===== src/rtl/isa_reg_pkg.sv =====
package isa_reg_pkg;
  localparam int unsigned SEL_W = 4;
  localparam int unsigned NREG = 1 << SEL_W;
  localparam logic [SEL_W-1:0] REG_STATUS = 4'd0;
  localparam logic [SEL_W-1:0] REG_ENABLE = 4'd1;
  localparam logic [SEL_W-1:0] REG_FAR_OUT = 4'd2;
  localparam logic [SEL_W-1:0] REG_FAR_IN = 4'd3;
  localparam int unsigned FIRST_SCR = 4;

  typedef struct packed {
    logic wrCommit;
    logic [SEL_W-1:0] wrIdx;
    logic ldFarOut;
    logic ldFarIn;
    logic setDone;
    logic setTimeout;
  } ctrl_strobe_t;
endpackage


===== src/rtl/isa_reg_ctrl.sv =====
module isa_reg_ctrl
  import isa_reg_pkg::*;
#(
  parameter int SW_W = 6,
  parameter int TIMEOUT = 1024
) (
  input  logic clk,
  input  logic rst,
  input  logic [SW_W-1:0] swBase,
  input  logic csN,
  input  logic [SW_W+SEL_W-1:0] addr,
  input  logic iorN,
  input  logic iowN,
  input  logic farAck,
  output logic farReq,
  output logic farWrite,
  output logic waitPull,
  output logic dataOe,
  output ctrl_strobe_t strb
);
  localparam int TW = $clog2(TIMEOUT + 1);

  typedef enum logic {ST_IDLE, ST_BUSY} state_t;

  state_t state;
  logic [TW-1:0] timer;
  logic [2:0] iowSync, iorSync;
  logic iowFall, iowRise, iorFall;
  logic match, startWr, startRd, timeoutHit;
  logic [SEL_W-1:0] idx;

  always_ff @(posedge clk or posedge rst) begin
    if (rst) begin
      iowSync <= '1;
      iorSync <= '1;
    end else begin
      iowSync <= {iowSync[1:0], iowN};
      iorSync <= {iorSync[1:0], iorN};
    end
  end

  assign iowFall = iowSync[2] & ~iowSync[1];
  assign iowRise = ~iowSync[2] & iowSync[1];
  assign iorFall = iorSync[2] & ~iorSync[1];

  assign match = !csN && (addr[SW_W+SEL_W-1:SEL_W] == swBase);
  assign idx = addr[SEL_W-1:0];
  assign dataOe = match && !iorN;

  assign startWr = (state == ST_IDLE) && iowFall && match && (idx == REG_FAR_OUT);
  assign startRd = (state == ST_IDLE) && iorFall && match && (idx == REG_FAR_IN);
  assign timeoutHit = (state == ST_BUSY) && !farAck && (timer == TW'(TIMEOUT - 1));

  always_comb begin
    strb = '0;
    strb.wrCommit = iowRise && match;
    strb.wrIdx = idx;
    strb.ldFarOut = startWr;
    strb.setDone = (state == ST_BUSY) && farAck;
    strb.ldFarIn = (state == ST_BUSY) && farAck && !farWrite;
    strb.setTimeout = timeoutHit;
  end

  always_ff @(posedge clk or posedge rst) begin
    if (rst) begin
      state <= ST_IDLE;
      timer <= '0;
      farWrite <= 1'b0;
    end else begin
      case (state)
        ST_IDLE: begin
          timer <= '0;
          if (startWr) begin
            state <= ST_BUSY;
            farWrite <= 1'b1;
          end else if (startRd) begin
            state <= ST_BUSY;
            farWrite <= 1'b0;
          end
        end
        default: begin
          timer <= timer + 1'b1;
          if (farAck || timeoutHit) state <= ST_IDLE;
        end
      endcase
    end
  end

  assign waitPull = (state == ST_BUSY);
  assign farReq = (state == ST_BUSY);

  // a far write start holds the cycle and points the request outward
  a_r5_start_holds: assert property (@(posedge clk) disable iff (rst)
    strb.ldFarOut |=> (waitPull && farWrite));
  // an acknowledge ends the wait
  a_r5_ack_releases: assert property (@(posedge clk) disable iff (rst)
    (waitPull && farAck) |=> !waitPull);
  // the hold never outlasts the timeout window
  a_r7_timeout_release: assert property (@(posedge clk) disable iff (rst)
    (waitPull && timer == TW'(TIMEOUT - 1)) |=> !waitPull);
endmodule


===== src/rtl/isa_reg_dp.sv =====
module isa_reg_dp
  import isa_reg_pkg::*;
#(
  parameter int DW = 8
) (
  input  logic clk,
  input  logic rst,
  input  ctrl_strobe_t strb,
  input  logic [DW-1:0] dataIn,
  input  logic [DW-3:0] irqSrc,
  input  logic [SEL_W-1:0] rdIdx,
  input  logic [DW-1:0] farRdata,
  output logic [DW-1:0] rdData,
  output logic [DW-1:0] farWdata,
  output logic intr
);
  localparam int NSCR = NREG - FIRST_SCR;

  logic [DW-1:0] statusReg, enableReg, farOut, farIn;
  logic [DW-1:0] setMask, clrMask;
  logic [DW-1:0] scratch [NSCR];

  assign setMask = {irqSrc, strb.setTimeout, strb.setDone};
  assign clrMask = (strb.wrCommit && strb.wrIdx == REG_STATUS) ? dataIn : '0;

  always_ff @(posedge clk or posedge rst) begin
    if (rst) begin
      statusReg <= '0;
      enableReg <= '0;
      farOut <= '0;
      farIn <= '0;
    end else begin
      statusReg <= (statusReg & ~clrMask) | setMask;
      if (strb.wrCommit && strb.wrIdx == REG_ENABLE) enableReg <= dataIn;
      if (strb.ldFarOut || (strb.wrCommit && strb.wrIdx == REG_FAR_OUT)) farOut <= dataIn;
      if (strb.ldFarIn) farIn <= farRdata;
    end
  end

  for (genvar g = 0; g < NSCR; g++) begin : g_scr
    always_ff @(posedge clk or posedge rst) begin
      if (rst) scratch[g] <= '0;
      else if (strb.wrCommit && strb.wrIdx == SEL_W'(g + FIRST_SCR)) scratch[g] <= dataIn;
    end
  end

  always_comb begin
    rdData = '0;
    case (rdIdx)
      REG_STATUS:  rdData = statusReg;
      REG_ENABLE:  rdData = enableReg;
      REG_FAR_OUT: rdData = farOut;
      REG_FAR_IN:  rdData = farIn;
      default: begin
        for (int k = 0; k < NSCR; k++)
          if (rdIdx == SEL_W'(k + FIRST_SCR)) rdData = scratch[k];
      end
    endcase
  end

  assign farWdata = farOut;
  assign intr = |(statusReg & enableReg);

  // an enable write lands with the host data
  a_r3_enable_write: assert property (@(posedge clk) disable iff (rst)
    (strb.wrCommit && strb.wrIdx == REG_ENABLE) |=> (enableReg == $past(dataIn)));
  // a timeout leaves its flag set
  a_r7_timeout_flag: assert property (@(posedge clk) disable iff (rst)
    strb.setTimeout |=> statusReg[1]);
  // write-one clears the done bit unless it is set again
  a_r9_w1c_done: assert property (@(posedge clk) disable iff (rst)
    (strb.wrCommit && strb.wrIdx == REG_STATUS && dataIn[0] && !strb.setDone) |=> !statusReg[0]);
  // host writes never reach the inbound register
  a_r11_farin_ro: assert property (@(posedge clk) disable iff (rst)
    (strb.wrCommit && strb.wrIdx == REG_FAR_IN && !strb.ldFarIn) |=> $stable(farIn));
endmodule


===== src/rtl/isa_reg_slave.sv =====
module isa_reg_slave
  import isa_reg_pkg::*;
#(
  parameter int DW = 8,
  parameter int SW_W = 6,
  parameter int TIMEOUT = 1024
) (
  input  logic clk,
  input  logic isaReset,
  input  logic [SW_W-1:0] swBase,
  input  logic csN,
  input  logic [SW_W+SEL_W-1:0] addr,
  input  logic iorN,
  input  logic iowN,
  input  logic [DW-1:0] dataIn,
  output logic [DW-1:0] dataOut,
  output logic dataOe,
  output logic rdyPullLow,
  output logic intr,
  input  logic [DW-3:0] irqSrc,
  output logic farReq,
  output logic farWrite,
  output logic [DW-1:0] farWdata,
  input  logic [DW-1:0] farRdata,
  input  logic farAck
);
  ctrl_strobe_t strb;
  logic [DW-1:0] rdData;

  isa_reg_ctrl #(.SW_W(SW_W), .TIMEOUT(TIMEOUT)) i_ctrl (
    .clk(clk), .rst(isaReset), .swBase(swBase), .csN(csN), .addr(addr),
    .iorN(iorN), .iowN(iowN), .farAck(farAck), .farReq(farReq),
    .farWrite(farWrite), .waitPull(rdyPullLow), .dataOe(dataOe), .strb(strb)
  );

  isa_reg_dp #(.DW(DW)) i_dp (
    .clk(clk), .rst(isaReset), .strb(strb), .dataIn(dataIn), .irqSrc(irqSrc),
    .rdIdx(addr[SEL_W-1:0]), .farRdata(farRdata), .rdData(rdData),
    .farWdata(farWdata), .intr(intr)
  );

  assign dataOut = dataOe ? rdData : '0;
endmodule


===== config.mk =====
export PLATFORM = sky130hd
export DESIGN_NAME = isa_reg_slave
export DESIGN_NICKNAME = d
export VERILOG_FILES = /design/src/rtl/isa_reg_pkg.sv /design/src/rtl/isa_reg_ctrl.sv /design/src/rtl/isa_reg_dp.sv /design/src/rtl/isa_reg_slave.sv
export SDC_FILE = /design/constraint.sdc
export NUM_CORES = 1
export LEC_CHECK = 0
export CAP_MARGIN = 10
export CELL_PAD_IN_SITES_DETAIL_PLACEMENT = 2
export CELL_PAD_IN_SITES_GLOBAL_PLACEMENT = 2
export CORE_ASPECT_RATIO = 1.75
export CORE_UTILIZATION = 43
export CTS_CLUSTER_SIZE = 16
export DETAILED_ROUTE_END_ITERATION = 10
export HOLD_SLACK_MARGIN = 0.05
export PLACE_DENSITY_LB_ADDON = 0.1
export SLEW_MARGIN = 0
export SYNTH_ARGS = -nofsm -noshare
export SYNTH_HDL_FRONTEND = slang
export SYNTH_SLANG_ARGS = --single-unit

===== constraint.sdc =====
create_clock -name clk -period 12.1 [get_ports clk]
set_input_delay 2.42 -clock clk [delete_from_list [all_inputs] [get_ports clk]]
set_output_delay 2.42 -clock clk [all_outputs]
set_load 0.05 [all_outputs]

==> reports/metrics.csv <==
metric;value;unit
worstPathRequired;9.68;ns
drt_iter0_drc;215;
grtUsageTotal;28.3;%
io_buffers;64;
utilization;52.2;%
maxSlewHeadroom;24.3;%
die-area;0.0172;sq mm
synth_area_leaders;dfrtp_1 49%, mux2_2 20%, mux4_2 3.5%;
drv_cap;0;
status;finished, final reports clean;
yosysSeqAreaShare;51.5;%
drtPass1Iterations;6;
crit_buf_inv;3;
critPathKind;in2out;
syn_inst;582;
whs_path_depth;0;
rsz0062_at_grt;false;
cts-root-buf;clkbuf_16;
initial_utilization;43.8;%
worst_pin_slew;1.13;ns
cp.depth;8;
antenna_found_initial;0;
period_needed;8.37;ns
cp-start-kind;primary input;
antennaDiodeCount;0;
place_area;0.00795;sq mm
path_max_fanout;16;
ys.flop_type;dfrtp_1;
ios;65;
ys_ff_latch;147;
syn-cell-area;0.00716;sq mm
core;0.0164;sq mm
synth_top_area_cell;dfrtp_1;
clock_skew;0.0116;ns
die_h;173;um
power.total;1.13;mW
clockBufferDepth;2;
cp_slowest_cell;clkdlybuf4s50_1;
drive_gt1_share;29.8;%
hold_violations;0;
p_leak;3.85;nW
avgViaCountPerCell;5.88;
post_cts_buffers;0;
critPathTopFamily;buffers and inverters;
grt_max_degree;90;
cts.sinks;147;
hold_buffers;0;
cts.reportedPaths.clkPinSlew;0.06;ns
htreeDepth;4;
grt_overflow;0;
synth_most_common_cell;dfrtp_1;
post-route-cell-area;0.00855;sq mm
hold_class;reg2reg;
synth_common_cells;141 x dfrtp_1, 126 x mux2_2, 27 x clkbuf_1;
ant_nets;0;
drc;0;
synth_top_area_share;49.3;%
cp_cell_sequence;clkdlybuf4s50_1 -> nor2b_1 -> buf_4 -> and3_1 -> o21ai_0 -> a32o_1 -> a211oi_1 -> clkdlybuf4s50_1;
end_kind;output pin;
synth_area_per_cell;12.3;sq um
postRouteWirelength;22.7;mm
finalMaxSlewViolations;0;
via_count;5092;
cts_tree;built;
cp.arrival;5.95;ns
setup-violations-final;0;
cpPeakStageDelay;0.88;ns
vdd_ir_drop_max;0.0918;mV
synth_edf_count;0;
reg2reg_depth;4;
synth_fp_nets;627;
ys_types;53;
clk_latency;0.43;ns
rows;62;
gp_congestion;0.870;
dp_hpwl;15.7;mm
numCtsBuffers;17;
power-per-cell-area;132;mW/mm^2
first_global_vias;6045;
nets;674;
ys_async_sr_fraction;100;%
dieWidth;99.6;um
fmax;119;MHz
setup_tns;0;ns
area_growth;19.4;%
n_fill_cell;1574;
grt_pass1_wl;35.8;mm
postCtsResizedCells;0;
wl_per_cell;26.2;um
cp_common_cell;clkdlybuf4s50_1;
yosys_warnings;0;
period_share;69.2;%
==> per-stage QoR <==
stage	setup WS (ns)	std cells	hold slack [ns]
finish	3.73	866	0.362
detailed placement	3.80	833	0.351
floorplan	4.77	582	0.345
global route	3.68	866	0.367
global placement	3.89	833	0.350
CTS	3.77	865	0.366
==> registers in the layout (all words and copies together), names as in the netlist <==
name / cells
i_dp.statusReg: 8
i_dp.enableReg: 8
i_dp.farIn: 8
i_dp.scratch: 96
i_dp.farWdata: 8
i_ctrl.iowSync: 3
i_ctrl.iorSync: 3
i_ctrl.farWrite: 1
i_ctrl.timer: 11
i_ctrl.farReq: 1
==> worst paths after layout <==
kind,from,endpoint,slack (ns)
max,addr[3],dataOut[4],3.73
min,i_ctrl.iowSync[0],i_ctrl.iowSync[1],0.36
max reg2reg,i_ctrl.iowSync[1],i_dp.scratch[25],8.76
min reg2reg,i_ctrl.iowSync[0],i_ctrl.iowSync[1],0.36
max in group asynchronous,isaReset,i_dp.scratch[31],8.33
min in group asynchronous,isaReset,i_dp.scratch[44],2.52
==> final cells by class <==
type	instances	area (sq um)	share of cell area [%]
Timing Repair Buffer	71	683	7.99
Inverter	13	53.8	0.629
Clock inverter	15	166	1.95
Tap cell	224	280	3.28
Sequential cell	147	3690	43.1
Multi-Input combinational cell	379	3260	38.1
Clock buffer	17	425	4.97
==> cells in the final DEF (no fill, tap or decap), types with 6 or more instances in the layout <==
| cell type | n |
|---|---|
| dfstp_2 | 6 |
| nand2_1 | 14 |
| nor2_1 | 23 |
| a211oi_1 | 9 |
| a32o_1 | 6 |
| and3_1 | 9 |
| clkbuf_16 | 17 |
| a22oi_1 | 13 |
| dfrtp_1 | 141 |
| xor2_1 | 10 |
| nor2b_1 | 7 |
| nand3_1 | 18 |
| inv_6 | 10 |
| mux4_2 | 11 |
| nor3_1 | 7 |
| clkdlybuf4s50_1 | 62 |
| mux2i_1 | 9 |
| nand2b_1 | 12 |
| inv_1 | 11 |
| mux2_2 | 126 |
| a21o_1 | 7 |
| buf_4 | 6 |
| nand4_1 | 9 |
| o21ai_0 | 20 |
| a21oi_1 | 12 |
| o22ai_1 | 8 |
==> cell families (layout without fill, tap and decap cells) <==
kind of cell / count (synthesis) / in the layout / synth area share, %
fa+ha+maj: 1 / 1 / 0.175
flops: 147 / 147 / 51.5
mux: 146 / 146 / 24.5
simple gates: 116 / 116 / 9.12
xor+xnor: 14 / 14 / 1.71
compound gates: 102 / 102 / 9.94
buf+inv: 56 / 116 / 3.07
==> report_power, final <==
part	internal [mW]	switching [mW]	leakage (nW)
sequential	0.497	0.00335	1.99
clock	0.309	0.233	0.283
combinational	0.0307	0.0516	1.58
==> routing by layer <==
metal  GRT usage, %  up-vias  share of wire, %
met3           3.96       50               1.8
met5              0        -                 0
li1               -     2249                 -
met2           53.0      102                58
met1           30.6     2691                37
met4           13.5        0               3.9
Power figures use the tool's default switching activity.
